--- src/rtl/lf_pkg.sv ---
package lf_pkg;
  localparam int LANE_W = 6;
  localparam int SYM_W  = LANE_W + 1;
  localparam int RD_W   = 4;
  localparam int RD_MAX = 7;
  localparam int RD_MIN = -6;

  typedef logic signed [RD_W-1:0] rd_t;

  // number of ones in a lane slice
  function automatic int slice_ones(logic [LANE_W-1:0] v);
    int n;
    n = 0;
    for (int i = 0; i < LANE_W; i++) n += int'(v[i]);
    return n;
  endfunction

  // ones minus zeros
  function automatic int slice_disp(logic [LANE_W-1:0] v);
    return 2 * slice_ones(v) - LANE_W;
  endfunction

  // inversion decision from running and current disparity
  function automatic logic flip_needed(rd_t rd, int d);
    logic f;
    if (rd == 0)     f = 1'b1;
    else if (rd > 0) f = (d > 0);
    else             f = (d <= 0);
    return f;
  endfunction

  // running disparity update with clamp
  function automatic rd_t rd_step(rd_t rd, int d, logic flip);
    int s;
    s = int'(rd) + (flip ? (1 - d) : (d - 1));
    if (s > RD_MAX) s = RD_MAX;
    if (s < RD_MIN) s = RD_MIN;
    return rd_t'(s);
  endfunction

  // symbol with n leading ones, MSB first
  function automatic logic [SYM_W-1:0] lead_ones(int n);
    logic [SYM_W-1:0] t;
    for (int i = 0; i < SYM_W; i++) t[SYM_W-1-i] = (i < n);
    return t;
  endfunction
endpackage

--- src/rtl/lf_dc_encoder.sv ---
module lf_dc_encoder
  import lf_pkg::*;
(
  input  logic              clk,
  input  logic              rst_n,
  input  logic              pwr_on,
  input  logic              hold,
  input  logic [LANE_W-1:0] din,
  input  logic [SYM_W-1:0]  train_sym,
  output logic [SYM_W-1:0]  sym,
  output rd_t               rd
);
  int                disp;
  logic              flip;
  logic [SYM_W-1:0]  enc_sym;
  rd_t               rd_nx;

  always_comb begin
    disp    = slice_disp(din);
    flip    = flip_needed(rd, disp);
    enc_sym = {flip, flip ? ~din : din};
    rd_nx   = rd_step(rd, disp, flip);
  end

  always_ff @(posedge clk or negedge rst_n) begin
    if (!rst_n) begin
      sym <= '0;
      rd  <= '0;
    end else if (!pwr_on) begin
      sym <= '0;
      rd  <= '0;
    end else if (hold) begin
      sym <= train_sym;
    end else begin
      sym <= enc_sym;
      rd  <= rd_nx;
    end
  end
endmodule

--- src/rtl/lf_clk_lane.sv ---
module lf_clk_lane
  import lf_pkg::*;
#(
  parameter int NORM_ONES  = 4,
  parameter int TRAIN_ONES = 5
) (
  input  logic             clk,
  input  logic             rst_n,
  input  logic             pwr_on,
  input  logic             hold,
  output logic [SYM_W-1:0] clk_sym,
  output logic             out_en
);
  localparam logic [SYM_W-1:0] NORM_PAT  = lead_ones(NORM_ONES);
  localparam logic [SYM_W-1:0] TRAIN_PAT = lead_ones(TRAIN_ONES);

  always_ff @(posedge clk or negedge rst_n) begin
    if (!rst_n) begin
      clk_sym <= '0;
      out_en  <= 1'b0;
    end else if (!pwr_on) begin
      clk_sym <= '0;
      out_en  <= 1'b0;
    end else begin
      clk_sym <= hold ? TRAIN_PAT : NORM_PAT;
      out_en  <= 1'b1;
    end
  end
endmodule

--- src/rtl/lf_train_ctrl.sv ---
module lf_train_ctrl #(
  parameter int MIN_TRAIN = 4
) (
  input  logic clk,
  input  logic rst_n,
  input  logic pwr_on,
  input  logic hold,
  output logic train_met
);
  localparam int CNT_W = $clog2(MIN_TRAIN + 1);
  localparam logic [CNT_W-1:0] CNT_TOP = CNT_W'(MIN_TRAIN);

  logic [CNT_W-1:0] cnt;

  always_ff @(posedge clk or negedge rst_n) begin
    if (!rst_n)                 cnt <= '0;
    else if (!pwr_on || !hold)  cnt <= '0;
    else if (cnt != CNT_TOP)    cnt <= cnt + 1'b1;
  end

  assign train_met = (cnt == CNT_TOP);
endmodule

--- src/rtl/lane_framer_tx.sv ---
module lane_framer_tx
  import lf_pkg::*;
#(
  parameter int LANES      = 8,
  parameter int MIN_TRAIN  = 4,
  parameter int NORM_ONES  = 4,
  parameter int TRAIN_ONES = 5
) (
  input  logic                     clk,
  input  logic                     rst_n,
  input  logic                     pdn_n,
  input  logic                     train_req_n,
  input  logic [LANES*LANE_W-1:0]  word_in,
  output logic [LANES*SYM_W-1:0]   lane_sym,
  output logic [SYM_W-1:0]         clk_sym,
  output logic                     out_en,
  output logic                     train_met
);
  localparam logic [SYM_W-1:0] DATA_TRAIN_PAT = lead_ones(NORM_ONES);

  // named internal events
  logic                   pwr_on;
  logic                   hold_rd;
  logic [LANES*RD_W-1:0]  rd_bus;

  assign pwr_on  = pdn_n;
  assign hold_rd = ~train_req_n;

  for (genvar g = 0; g < LANES; g++) begin : g_lane
    lf_dc_encoder u_enc (
      .clk       (clk),
      .rst_n     (rst_n),
      .pwr_on    (pwr_on),
      .hold      (hold_rd),
      .din       (word_in[g*LANE_W +: LANE_W]),
      .train_sym (DATA_TRAIN_PAT),
      .sym       (lane_sym[g*SYM_W +: SYM_W]),
      .rd        (rd_bus[g*RD_W +: RD_W])
    );
  end

  lf_clk_lane #(
    .NORM_ONES  (NORM_ONES),
    .TRAIN_ONES (TRAIN_ONES)
  ) u_clk (
    .clk     (clk),
    .rst_n   (rst_n),
    .pwr_on  (pwr_on),
    .hold    (hold_rd),
    .clk_sym (clk_sym),
    .out_en  (out_en)
  );

  lf_train_ctrl #(
    .MIN_TRAIN (MIN_TRAIN)
  ) u_trn (
    .clk       (clk),
    .rst_n     (rst_n),
    .pwr_on    (pwr_on),
    .hold      (hold_rd),
    .train_met (train_met)
  );
endmodule

--- config.mk ---
export PLATFORM = sky130hd
export DESIGN_NAME = lane_framer_tx
export DESIGN_NICKNAME = d
export VERILOG_FILES = /design/src/rtl/lf_pkg.sv /design/src/rtl/lf_dc_encoder.sv /design/src/rtl/lf_clk_lane.sv /design/src/rtl/lf_train_ctrl.sv /design/src/rtl/lane_framer_tx.sv
export SDC_FILE = /design/constraint.sdc
export NUM_CORES = 1
export LEC_CHECK = 0
export ABC_AREA = 1
export ABC_CLOCK_PERIOD_IN_PS = 5300
export CAP_MARGIN = 20
export CORE_UTILIZATION = 45
export CTS_BUF_LIST = sky130_fd_sc_hd__clkbuf_16
export DETAILED_ROUTE_END_ITERATION = 12
export PLACE_DENSITY = 0.76
export SLEW_MARGIN = 40
export SYNTH_ARGS = -nofsm -noshare
export SYNTH_HDL_FRONTEND = slang
export SYNTH_SLANG_ARGS = --single-unit
--- constraint.sdc ---
create_clock -name clk -period 5.3 [get_ports clk]
set_input_delay 0.795 -clock clk [delete_from_list [all_inputs] [get_ports clk]]
set_output_delay 0.795 -clock clk [all_outputs]
set_load 0.03 [all_outputs]
-- Word level (Yosys, flattened, before mapping)
Index checks and enable logic that the tools add are counted.
- flip-flop bits (word level): 99
- bits in latches: 0
- memory bits (writable): 0
- memory bits (read-only): 0
- logic and storage cells: 239
- memories: 0
- add/sub/neg operators: 73
- multipliers: 0
- div/mod/pow operators: 0
- order comparisons: 40
- equality and inequality tests: 3
- shift operators: 0
- mux-type cells: 85
- bitwise gates (word level): 8
- reduce and logical (&&, ||, !) cells: 11
- operators with widths (operator ; number):
    31-bit by 2-bit adder with 31-bit output ; 32
    32-bit two-way mux ; 16
    4-bit by 32-bit adder with 32-bit output ; 8
    32-bit by 1-bit > comparator with 1-bit output, second input constant ; 8
    32-bit by 4-bit > comparator with 1-bit output, second input constant ; 8
    32-bit by 1-bit less-or-equal comparator with 1-bit output, second input constant ; 8
    32-bit logical NOT ; 8
    32-bit by 4-bit < comparator with 1-bit output, second input constant ; 8
    2-bit by 32-bit subtractor with 32-bit output, first input constant ; 8
    32-bit by 2-bit subtractor with 32-bit output, second input constant ; 8
    32-bit by 4-bit subtractor with 32-bit output, second input constant ; 8
    7-bit two-way mux ; 17
    4-bit two-way mux ; 24
    6-bit two-way mux ; 8
    6-bit NOT ; 8
    4-bit by 1-bit > comparator with 1-bit output, second input constant ; 8
    1-bit two-way mux ; 17
    1-bit by 1-bit adder with 2-bit output ; 8
    3-bit two-way mux ; 3
    3-bit by 1-bit adder with 3-bit output, second input constant ; 1
    3-bit == test, second input constant ; 1
    3-bit inequality test, second input constant ; 1
    2-bit by 1-bit inequality test with 1-bit output, second input constant ; 1
    2-bit nonzero test ; 1
    2 further kinds ; 2

-- Longest topological paths before layout
Gate-level depths: netlist (run 1).
- depth in word-level cells: 17
- depth in mapped cells: 32
- mapped depth without buffers: 31

-- By module
Synthesis (run 1) repeated with hierarchy kept, for this count alone.
- cells, all modules: 1680
- area, all modules: 12819.8 µm²
- by module, submodules not included (module ; instances ; cells each ; area an instance (µm²) ; sequential area each (µm²)):
    lf_dc_encoder (g_lane[3].u_enc ...) ; 4 ; 202 ; 1549.0 ; 275.3
    lf_dc_encoder (g_lane[0].u_enc ...) ; 3 ; 209 ; 1587.8 ; 275.3
    lf_dc_encoder (g_lane[7].u_enc) ; 1 ; 204 ; 1549.0 ; 275.3
    lf_train_ctrl ; 1 ; 27 ; 193.9 ; 75.1
    lf_clk_lane ; 1 ; 11 ; 106.4 ; 50.0
    lane_framer_tx ; 1 ; 3 ; 11.3 ; 0.0

-- Worst setup path after synthesis (run 1)
OpenSTA, ideal clock, no wires.
- path type: input-to-reg
- start point: input word_in[12]
- end point: register g_lane[2].u_enc.rd[1]
- library setup time: 0.117 ns
- arrival time: 6.370 ns
- setup slack: -1.187 ns
- stages: 29
- buffers on the path: 1
- cells stage by stage: ha_1 > inv_1 > fa_1 > fa_1 > inv_1 > fa_1 > o21ai_0 > inv_1 > ha_1 > buf_6 > nand3_1 > and2_1 > fa_1 > fa_1 > nand2_1 > nor2_1 > nand2_1 > nor2_1 > nand2_1 > nor2_1 > nand4_1 > nand2_2 > nand2_1 > nor2_1 > nand2_1 > nand2_2 > nand2_1 > nand2_1 > nand2_1
- word-level cells in the longest chain between the ends: 17
- ends and longest elaborated chain (element ; line ; text):
    start: declaration ; lane_framer_tx.sv:13 ; input logic [LANES*LANE_W-1:0] word_in,
    1-bit by 1-bit adder with 2-bit output (*) ; lf_pkg.sv:14 ; for (int i = 0; i < LANE_W; i++) n += int'(v[i]);
    31-bit by 2-bit adder with 31-bit output (*) (4 in series) ; lf_pkg.sv:14 ;
    32-bit by 4-bit subtractor with 32-bit output (*) ; lf_pkg.sv:20 ; return 2 * slice_ones(v) - LANE_W;
    32-bit by 1-bit less-or-equal comparator with 1-bit output / 32-bit by 1-bit > comparator with 1-bit output (equally long branches) ; lf_pkg.sv:28, lf_pkg.sv:27 ;
    1-bit two-way mux ; lf_pkg.sv:27 ; else if (rd > 0) f = (d > 0);
    1-bit two-way mux ; lf_pkg.sv:26 ; if (rd == 0) f = 1'b1;
    32-bit two-way mux (*) ; lf_pkg.sv:35 ; s = int'(rd) + (flip ? (1 - d) : (d - 1));
    4-bit by 32-bit adder with 32-bit output (*) ; lf_pkg.sv:35 ;
    32-bit by 4-bit > comparator with 1-bit output ; lf_pkg.sv:36 ; if (s > RD_MAX) s = RD_MAX;
    32-bit two-way mux (*) ; lf_pkg.sv:36 ;
    32-bit by 4-bit < comparator with 1-bit output ; lf_pkg.sv:37 ; if (s < RD_MIN) s = RD_MIN;
    4-bit two-way mux (*) ; lf_pkg.sv:37 ;
    4-bit two-way mux (*) ; lf_dc_encoder.sv:32 ; end else if (hold) begin
    4-bit two-way mux (*) ; lf_dc_encoder.sv:29 ; end else if (!pwr_on) begin
    end signal: assignment ; lf_dc_encoder.sv:36 ; rd <= rd_nx;
    end: declaration ; lf_dc_encoder.sv:11 ; output rd_t rd
Every way passes the cells marked *; elsewhere a longest branch is shown, timed or not. The select of a mux whose other input is x is not followed.
A chain may end at the register's enable or synchronous reset.

-- Final worst setup path (run 1)
- start point: input word_in[13]
- end point: register g_lane[2].u_enc.rd[1]
Same word-level chain as after synthesis.

==> results of run 1 <==
## state kept, by name (all words and copies together), names as in the netlist
signal,cells
u_clk.clk_sym,2
g_lane.u_enc.rd,32
u_trn.cnt,3
g_lane.u_enc.sym,56
## routing by layer
layer / up-vias / share of wire, %
li1: 4988 / -
met1: 5014 / 41
met2: 290 / 52
met3: 62 / 4.2
met4: 0 / 2.7
met5: - / 0
## cells by family (layout without fill, tap and decap cells)
group	count (synthesis)	count (layout)	synth area share, %
simple gates	520	520	20.8
compound gates	195	195	9.77
other cells	1	2	0.0342
flops	93	93	21.2
fa+ha+maj	199	199	31.4
buf+inv	283	633	10.5
xor+xnor	78	78	6.23
## cell type report
type | instances | area share, %
sequential | 93 | 14.9
timing repair buffer | 369 | 20.4
clock buffer | 9 | 1.44
inverter | 248 | 6.24
tap | 319 | 2.56
clock inverter | 7 | 0.320
multi-input combinational | 994 | 54.1
## worst paths after layout
kind | endpoint | slack [ns] | depth (start not counted)
worst min register to register | g_lane[3].u_enc.rd[2] | 0.54 | 2
max in group asynchronous | g_lane[4].u_enc.sym[1] | 3.99 | 2
min in group clk | g_lane[3].u_enc.rd[2] | 0.54 | 2
worst min-delay path | g_lane[1].u_enc.sym[1] | 0.38 | 1
worst max register to register | g_lane[0].u_enc.rd[1] | 0.81 | 23
worst max-delay path | g_lane[2].u_enc.rd[1] | -0.02 | 30
## per-stage QoR
stage                     TNS (ns)  hold slack [ns]
final                      -0.0339            0.380
after global routing         -2.89            0.405
after CTS                        0            0.380
after detailed placement    -16.22            0.509
after global placement      -12.53            0.506
after floorplan              -3.29            0.477
## worst max-delay path, delay by kind of cell
family	cells	cell delay [ns]
buf+inv	3	0.18
xor+xnor	2	0.36
fa+ha+maj	7	2.71
simple gates	18	1.53
## synth_stat cells, drive strengths merged (4+ instances only)
cell type / number
dfrtp: 93
nor3: 17
a21oi: 69
nand4: 38
nand2: 253
nor4: 18
a31oi: 17
nand3b: 6
xor2: 51
nor2: 129
clkbuf: 15
xnor2: 27
fa: 127
o31ai: 6
o21bai: 4
nand3: 49
inv: 248
o21ai: 84
buf: 20
ha: 72
o22ai: 6
## timing repair
action / 4_1_cts / 5_1_grt
endpoints found under the setup margin: 24 / 26
hold buffers: 0 / 0
buffers inserted: 22 / 36
gates resized for setup: 89 / 204
pin swaps: 70 / 181
==> flow_metrics.env, run 1 <==
export IMPL_cts_sink_count=93
export IMPL_drt_iter0_drc=499
export IMPL_finalInstanceArea_sq_um=15600
export IMPL_startpoint_type="primary input"
export IMPL_rsz0062_at_grt="yes"
export IMPL_busiest_layer="met2"
export IMPL_synth_edf_count=0
export IMPL_die_h_microns=158
export IMPL_drt_pass1_iter_count=5
export IMPL_layout_min_cycle_time_ns=5.32
export IMPL_via_per_inst=5.08
export IMPL_place_gp_congestion=0.923
export IMPL_max_freq_ghz=0.188
export IMPL_grt_use_met2_pct=44.2
export IMPL_yosys_register_bits=93
export IMPL_ctsHtreeMaxLevel=3
export IMPL_syn_area_per_cell_sq_um=8.01
export IMPL_crit_arrival_ns=5.57
export IMPL_hold_path_class="in2async"
export IMPL_layout_drive_gt1_share_pct=31.0
export IMPL_slew_violations=0
export IMPL_place_inst=1967
export IMPL_cp_slowest_cell="fa_1"
export IMPL_ys_types=46
export IMPL_port_buffers=114
export IMPL_reg2reg_from="g_lane[0].u_enc.rd[3]"
export IMPL_most_common_layout_cells="buf_4 (246), nand2_1 (218), inv_1 (193)"
export IMPL_cts_buffers=9
export IMPL_cts_tree="built"
export IMPL_grt_max_degree=62
export IMPL_yosysTopAreaCell="fa_1"
export IMPL_setup_viol=2
export IMPL_max_slew_margin_pct=47.2
export IMPL_violations="setup timing"
export IMPL_cts_clk_slew_worst_paths_ns=0.07
export IMPL_crit_path_frequent_cell="nand2_1"
export IMPL_n_antenna_cell=0
export IMPL_hpwl_microns=22400
export IMPL_area_growth_pct=42.5
export IMPL_cts_max_path_buffers=2
export IMPL_layout_commonest_cell="buf_4"
export IMPL_routed_via_count=10354
export IMPL_root_buffer="clkbuf_16"
export IMPL_syn_cell_area_sq_um=11000
export IMPL_die_w_microns=158
export IMPL_drc=0
export IMPL_die_area_sq_um=25000
export IMPL_maxCapViolCount=0
export IMPL_grt_util_met1_pct=30.2
export IMPL_path_class="in2reg"
export IMPL_start_util_pct=46.3
export IMPL_post_place_ws_ns=-0.725
export IMPL_multiInputGateArea_sq_um=8450
export IMPL_fp_coreArea_sq_um=23700
export IMPL_use_met3_pct=2.19
export IMPL_critical_path_max_stage_delay_ns=0.55
export IMPL_crit_start="word_in[13]"
export IMPL_worstPathMaxFanout=4
export IMPL_grt_pass1_vias=10287
export IMPL_final_nets=1966
export IMPL_hold_viol=0
export IMPL_grt_overflow=0
export IMPL_endpoint_kind="register"
export IMPL_worst_pin_slew_ns=0.792
export IMPL_synthCells=1369
export IMPL_rows=56
export IMPL_totalWireLength_microns=30800
export IMPL_regArea_sq_um=2330
export IMPL_skew_ns=0.00831
export IMPL_grt_antenna_before_repair=0
export IMPL_placed_cell_area_sq_um=14200
export IMPL_stdcell_count=2039
export IMPL_fin_crit_sh_pct=100
export IMPL_cp_required_ns=5.55
export IMPL_async_reset_ff_share_pct=100
export IMPL_synth_ff_type="dfrtp_1"
export IMPL_wl_per_cell_microns=15.1
export IMPL_synth_warnings=0
export IMPL_clkLatencyLatePin_ns=0.36
export IMPL_fillerInstances=1851
export IMPL_synth_top_area_share_pct=23.2
export IMPL_utilization_pct=66.0
export IMPL_io_pin_count=117
export IMPL_grt_pass1_wl_microns=48200
export IMPL_status="finished with violations"
export IMPL_ant_nets=0
export IMPL_grt_total_usage_pct=24.4
export IMPL_worst_slack_ns=-0.0227
export IMPL_synth_area_leaders="fa_1 (23%), dfrtp_1 (21%), nand2_1 (8.4%)"
export IMPL_yosysSeqAreaShare_pct=21.2
Power of run 1 is not shown: default switching activity piles up to over one toggle a cycle in this logic, so the estimate is an artifact.
==> run 2, diff against run 1 <==
--- a/config.mk
+++ b/config.mk
@@ -5,12 +5,12 @@
 export SDC_FILE = /design/constraint.sdc
 export NUM_CORES = 1
 export LEC_CHECK = 0
-export ABC_AREA = 1
 export ABC_CLOCK_PERIOD_IN_PS = 5300
 export CAP_MARGIN = 20
 export CORE_UTILIZATION = 45
 export CTS_BUF_LIST = sky130_fd_sc_hd__clkbuf_16
 export DETAILED_ROUTE_END_ITERATION = 12
+export MAX_ROUTING_LAYER = met4
 export PLACE_DENSITY = 0.76
 export SLEW_MARGIN = 40
 export SYNTH_ARGS = -nofsm -noshare
==> run 2 against run 1 <==
The flow still finishes with violations (setup timing). Clock skew down 0.00087 ns. Register-to-register slack lost 0.05 ns. Critical path depth down 8. Global-route usage increased by 2.4 points. Via count fell by 1.6%. Cell count decreased by 7.9%. Synthesized cell count fell by 16%. Synthesized area grew 0.37%. Flip-flop and latch count unchanged. Cell area up 5.5%. First-iteration DRC count shrank 5.8%. Worst setup slack worse by 0.32 ns.
==> flow_metrics.env, run 2 <==
export IMPL_status="finished with violations"
export IMPL_violations="setup timing"
export IMPL_ff2ff_path_depth=16
export IMPL_die_h_microns=158
export IMPL_cts_hold_buf=0
export IMPL_reg_largest_list="g_lane.u_enc.sym: 56 flops, g_lane.u_enc.rd: 32 flops, u_trn.cnt: 3 flops"
export IMPL_r2r_end="g_lane[5].u_enc.rd[0]"
export IMPL_synthCells=1147
export IMPL_root_buffer="clkbuf_16"
export IMPL_fin_crit_sh_pct=106
export IMPL_slew_violations=0
export IMPL_met3_length_microns=1250
export IMPL_cp_slowest_cell="fa_1"
export IMPL_skew_ns=0.00744
export IMPL_top_register="g_lane.u_enc.sym"
export IMPL_cts_sink_count=93
export IMPL_final_nets=1804
export IMPL_cp_required_ns=5.58
export IMPL_n_antenna_cell=0
export IMPL_cts_tree="built"
export IMPL_cts_buffers=9
export IMPL_rows=56
export IMPL_critical_path_max_stage_delay_ns=0.53
export IMPL_synth_ff_type="dfrtp_1"
export IMPL_grt_pass1_wl_microns=51300
export IMPL_max_freq_ghz=0.177
export IMPL_layout_min_cycle_time_ns=5.64
export IMPL_cts_clk_slew_worst_paths_ns=0.07
export IMPL_syn_cell_area_sq_um=11000
export IMPL_yosysTopAreaCell="fa_1"
export IMPL_die_area_sq_um=25100
export IMPL_startpoint_type="primary input"
export IMPL_clkLatencyLatePin_ns=0.36
export IMPL_critPathTopFamily="adder cells"
export IMPL_drc=0
export IMPL_met2_length_microns=16400
export IMPL_grt_pass1_vias=10533
export IMPL_top_layer="met4"
export IMPL_crit_start="word_in[30]"
export IMPL_fp_coreArea_sq_um=23800
export IMPL_drt_iter0_drc=470
export IMPL_via_per_inst=5.43
export IMPL_synth_warnings=0
export IMPL_hold_viol=0
export IMPL_port_buffers=114
export IMPL_rsz0062_at_grt="yes"
export IMPL_path_cells="buf_8 > ha_4 > inv_2 > fa_1 > fa_2 > inv_2 > fa_2 > or3_4 > o21ai_4 > xor2_2 > ha_1 > a21o_1 > a21o_1 > fa_2 > inv_2 > fa_1 > and4bb_1 > nand4_1 > or4_1 > o41a_1 > or3_1 > o211ai_2"
export IMPL_cp_depth=22
export IMPL_wl_per_cell_microns=17.0
export IMPL_io_pin_count=117
export IMPL_path_class="in2reg"
export IMPL_crit_arrival_ns=5.92
export IMPL_reg2reg_slack_ns=0.76
export IMPL_path_buf_inv=4
export IMPL_grt_total_usage_pct=26.8
export IMPL_tns_ns=-2.51
export IMPL_worstPathMaxFanout=3
export IMPL_grt_overflow=0
export IMPL_ys_types=74
export IMPL_yosysSeqAreaShare_pct=21.2
export IMPL_synth_common_cells="inv_1 (142), fa_1 (127), dfrtp_1 (93)"
export IMPL_routed_via_count=10185
export IMPL_layout_drive_gt1_share_pct=39.2
export IMPL_wl_met1_microns=13600
export IMPL_hpwl_microns=23100
export IMPL_hold_path_class="in2async"
export IMPL_yosys_cell_count_top_type="inv_1"
export IMPL_largest_reg_flops=56
export IMPL_yosys_register_bits=93
export IMPL_async_reset_ff_share_pct=100
export IMPL_maxCapViolCount=0
export IMPL_setup_viol=18
export IMPL_drt_pass1_iter_count=4
export IMPL_endpoint_kind="register"
export IMPL_synth_edf_count=0
export IMPL_ant_nets=0
export IMPL_start_util_pct=46.3
export IMPL_totalWireLength_microns=32000
export IMPL_grt_max_degree=55
export IMPL_max_slew_margin_pct=55.7
export IMPL_worst_slack_ns=-0.338
export IMPL_area_growth_pct=49.9
export IMPL_die_w_microns=158
export IMPL_cts_max_path_buffers=2
export IMPL_most_common_layout_cells="buf_4 (321), inv_1 (98), dfrtp_1 (92)"
export IMPL_place_gp_congestion=0.908
export IMPL_syn_area_per_cell_sq_um=9.59
export IMPL_synth_top_area_share_pct=23.1
export IMPL_utilization_pct=69.4
export IMPL_reg2reg_from="g_lane[5].u_enc.rd[0]"
export IMPL_ctsHtreeMaxLevel=3
export IMPL_crit_end="g_lane[5].u_enc.rd[0]"
export IMPL_worst_pin_slew_ns=0.660
export IMPL_grt_antenna_before_repair=0
export IMPL_synth_area_leaders="fa_1 (23%), dfrtp_1 (21%), ha_1 (8.2%)"
export IMPL_layout_commonest_cell="buf_4"
run 2: cell types whose count changed in the layout (fill, tap and decap cells not counted), moves of 24 or more:
cell,delta
nand2_1,-188
inv_1,-95
buf_4,+75
nor2_1,-56
a21oi_1,-34
a21boi_0,+33
nand2_2,-33
xnor2_1,+31
a21o_1,+28
o21ai_0,-24
run 2: how the worst min path moves through the flow:
| stage | startpoint | end | slack, ns |
|---|---|---|---|
| floorplan | u_trn.cnt[2] | u_trn.cnt[2] | 0.45 |
| global placement | u_trn.cnt[2] | u_trn.cnt[2] | 0.48 |
| detailed placement | u_trn.cnt[2] | u_trn.cnt[2] | 0.48 |
| CTS | u_trn.cnt[2] | u_trn.cnt[2] | 0.49 |
| global route | rst_n | g_lane[2].u_enc.sym[0] | 0.44 |
| finish | rst_n | g_lane[2].u_enc.sym[0] | 0.40 |
run 2: stage by stage:
stage	hold WS (ns)	setup WS (ns)	area, sq um	cells
6_report	0.402	-0.338	16500	1877
5_1_grt	0.441	-0.553	16500	1877
2_1_floorplan	0.452	-0.566	11600	1148
3_3_place_gp	0.479	-1.03	14900	1795
3_5_place_dp	0.478	-1.18	14900	1795
4_1_cts	0.492	-0.458	15900	1854
run 2: layer usage:
layer,global-route usage (%),vias to the layer above
li1,-,4771
met1,33.0,5098
met2,46.6,259
met3,2.83,57
met4,7.37,0
met5,-,-
run 2: kinds of logic (layout without fill, tap and decap cells):
kind of cell               count (synthesis)  in the layout  synth area share [%]
muxes                                      9              9                 0.819
DFF                                       93             93                  21.2
and+or+nand+nor                          299            299                  16.4
buffers and inverters                    189            599                  6.70
AOI/OAI and AO/OA                        267            267                  16.5
xor gates and xnor gates                  90             90                  7.16
other                                      1              2                0.0341
adders and majority gates                199            199                  31.3
run 2: layout make-up:
cell class | count | area [sq um]
clock buffers | 9 | 225
repair buffers | 441 | 3670
flip-flops and latches | 93 | 2330
well taps | 319 | 399
fillers | 1711 | 7270
inverters | 142 | 533
multi-input cells | 866 | 9280
clock inverters | 7 | 48.8
run 2: what timing repair did:
item                                    in CTS  in global routing
endpoints found under the setup margin      30                 27
pin swaps                                  125                118
setup buffers                               43                 24
resized for setup                          180                106
hold endpoints to repair                     0                  0
run 2: worst reg2reg max path, delay by kind of cell, from the launching register on:
kind	cells	cell delay [ns]
buffers and inverters	2	0.24
DFF	1	0.45
adders and majority gates	2	0.81
xor gates and xnor gates	1	0.20
AOI/OAI and AO/OA	5	0.89
and+or+nand+nor	6	1.89
Power of run 2 is left out for the same reason.
==> run 3, diff against run 2 <==
--- a/config.mk
+++ b/config.mk
@@ -10,9 +10,9 @@
 export CORE_UTILIZATION = 45
 export CTS_BUF_LIST = sky130_fd_sc_hd__clkbuf_16
 export DETAILED_ROUTE_END_ITERATION = 12
+export HOLD_SLACK_MARGIN = 0.1
 export MAX_ROUTING_LAYER = met4
 export PLACE_DENSITY = 0.76
-export SLEW_MARGIN = 40
 export SYNTH_ARGS = -nofsm -noshare
 export SYNTH_HDL_FRONTEND = slang
 export SYNTH_SLANG_ARGS = --single-unit
==> run 3 against run 2 <==
The run still ends with setup timing left. Clock-buffer cell count unchanged. Cell area about the same. Register-to-register slack about the same. Die area unchanged. Cell count unchanged. Fmax about the same. Global-route usage unchanged. Highest routed layer unchanged.
==> flow_metrics.env, run 3 (same netlist as run 2, synthesis figures left out) <==
export IMPL_fillerInstances=1712
export IMPL_io_pin_count=117
export IMPL_final_nets=1804
export IMPL_path_class="in2reg"
export IMPL_die_w_microns=158
export IMPL_critical_path_max_stage_delay_ns=0.53
export IMPL_worst_pin_slew_ns=0.825
export IMPL_r2r_end="g_lane[5].u_enc.rd[0]"
export IMPL_clkLatencyLatePin_ns=0.36
export IMPL_place_inst=1795
export IMPL_die_h_microns=158
export IMPL_grt_antenna_before_repair=0
export IMPL_grt_pass1_wl_microns=51300
export IMPL_cts_sink_count=93
export IMPL_status="finished with violations"
export IMPL_via_per_inst=5.41
export IMPL_regArea_sq_um=2330
export IMPL_cts_hold_buf=0
export IMPL_setup_viol=17
export IMPL_wl_per_cell_microns=17.0
export IMPL_root_buffer="clkbuf_16"
export IMPL_max_freq_ghz=0.177
export IMPL_multiInputGateArea_sq_um=9280
export IMPL_ant_nets=0
export IMPL_maxCapViolCount=0
export IMPL_critPathTopFamily="adder cells"
export IMPL_slew_violations=0
export IMPL_start_util_pct=46.3
export IMPL_layout_commonest_cell="buf_4"
export IMPL_drt_pass1_iter_count=5
export IMPL_worst_slack_ns=-0.339
export IMPL_top_register="g_lane.u_enc.sym"
export IMPL_path_cells="buf_8 > ha_4 > inv_2 > fa_1 > fa_2 > inv_2 > fa_2 > or3_4 > o21ai_4 > xor2_2 > ha_1 > a21o_1 > a21o_1 > fa_2 > inv_2 > fa_1 > and4bb_1 > nand4_1 > or4_1 > o41a_1 > or3_1 > o211ai_2"
export IMPL_grt_overflow=0
export IMPL_drc=0
export IMPL_reg_largest_list="g_lane.u_enc.sym: 56 flops, g_lane.u_enc.rd: 32 flops, u_trn.cnt: 3 flops"
export IMPL_grt_pass1_vias=10533
export IMPL_endpoint_kind="register"
export IMPL_rsz0062_at_grt="yes"
export IMPL_startpoint_type="primary input"
export IMPL_hold_depth=1
export IMPL_stdcell_count=1877
export IMPL_worstPathMaxFanout=3
export IMPL_min_from="u_trn.cnt[2]"
export IMPL_rows=56
export IMPL_crit_arrival_ns=5.92
export IMPL_fin_crit_sh_pct=106
export IMPL_cp_required_ns=5.58
export IMPL_reg2reg_slack_ns=0.77
export IMPL_routed_via_count=10151
export IMPL_die_area_sq_um=25100
export IMPL_grt_max_degree=55
export IMPL_hold_viol=0
export IMPL_cts_max_path_buffers=2
export IMPL_ff2ff_path_depth=16
export IMPL_place_gp_congestion=0.908
export IMPL_layout_min_cycle_time_ns=5.64
export IMPL_cts_tree="built"
export IMPL_reg2reg_from="g_lane[5].u_enc.rd[0]"
export IMPL_hold_end="u_trn.cnt[2]"
export IMPL_cts_clk_slew_worst_paths_ns=0.07
export IMPL_skew_ns=0.00811
export IMPL_max_slew_margin_pct=45.0
export IMPL_totalWireLength_microns=32000
export IMPL_path_buf_inv=4
export IMPL_grt_total_usage_pct=26.8
export IMPL_area_growth_pct=49.8
export IMPL_drt_iter0_drc=465
export IMPL_port_buffers=114
export IMPL_hold_path_class="reg2reg"
export IMPL_layout_drive_gt1_share_pct=39.0
export IMPL_ctsHtreeMaxLevel=3
export IMPL_hpwl_microns=23100
export IMPL_largest_reg_flops=56
export IMPL_cts_buffers=9
export IMPL_n_antenna_cell=0
export IMPL_violations="setup timing"
export IMPL_most_common_layout_cells="buf_4 (322), inv_1 (98), dfrtp_1 (93)"
export IMPL_fp_coreArea_sq_um=23800
export IMPL_cp_slowest_cell="fa_1"
export IMPL_timing_hold_ws_ns=0.493
-- run 3: cell types whose count changed in the layout (fill, tap and decap cells not counted) --
| cell | delta |
|---|---|
| dfrtp_2 | -1 |
| buf_6 | -1 |
| dfrtp_1 | +1 |
| buf_4 | +1 |
| nor2_2 | -1 |
| nor2_1 | +1 |
-- run 3: worst max path at each step --
stage	depth (start not counted)	end	from	slack (ns)
floorplan	21	g_lane[5].u_enc.rd[0]	word_in[31]	-0.57
global placement	22	g_lane[5].u_enc.rd[0]	word_in[30]	-1.03
detailed placement	22	g_lane[1].u_enc.rd[1]	word_in[6]	-1.18
CTS	22	g_lane[5].u_enc.rd[0]	word_in[30]	-0.46
global route	22	g_lane[5].u_enc.rd[0]	word_in[30]	-0.55
finish	22	g_lane[5].u_enc.rd[0]	word_in[30]	-0.34
-- run 3: metal layers --
metal,global-route usage [%],vias to the layer above,routed length [microns]
met5,-,-,0
met4,7.37,0,660
met3,2.83,53,1120
met2,46.6,235,16500
met1,33.0,5094,13700
li1,-,4769,-
-- run 3: worst reg2reg max path, delay by kind of cell (launching register included) --
kind | cells | cell delay (ns)
adders and majority gates | 2 | 0.81
and+or+nand+nor | 6 | 1.89
buffers and inverters | 2 | 0.24
DFF | 1 | 0.45
AOI/OAI and AO/OA | 5 | 0.87
xor gates and xnor gates | 1 | 0.20
-- run 3: cell type report --
class | instances | share of cell area (%)
flip-flops and latches | 93 | 14.1
well taps | 319 | 2.42
multi-input cells | 866 | 56.3
repair buffers | 441 | 22.2
clock inverters | 7 | 0.296
clock buffers | 9 | 1.37
inverters | 142 | 3.23
-- run 3: per-stage QoR --
step	setup TNS (ns)	setup WS, ns	util, %	area [sq um]
after global routing	-6.61	-0.553	69.4	16500
final	-2.45	-0.339	69.4	16500
after global placement	-20.77	-1.03	62.7	14900
after CTS	-2.44	-0.458	66.8	15900
after floorplan	-2.91	-0.566	-	11600
after detailed placement	-24.60	-1.18	62.7	14900
-- run 3: timing repair --
item	4_1_cts	5_1_grt
pin swaps	125	118
setup buffers	43	24
endpoints found under the setup margin	30	27
resized for setup	180	105
Power of run 3 is left out for the same reason.
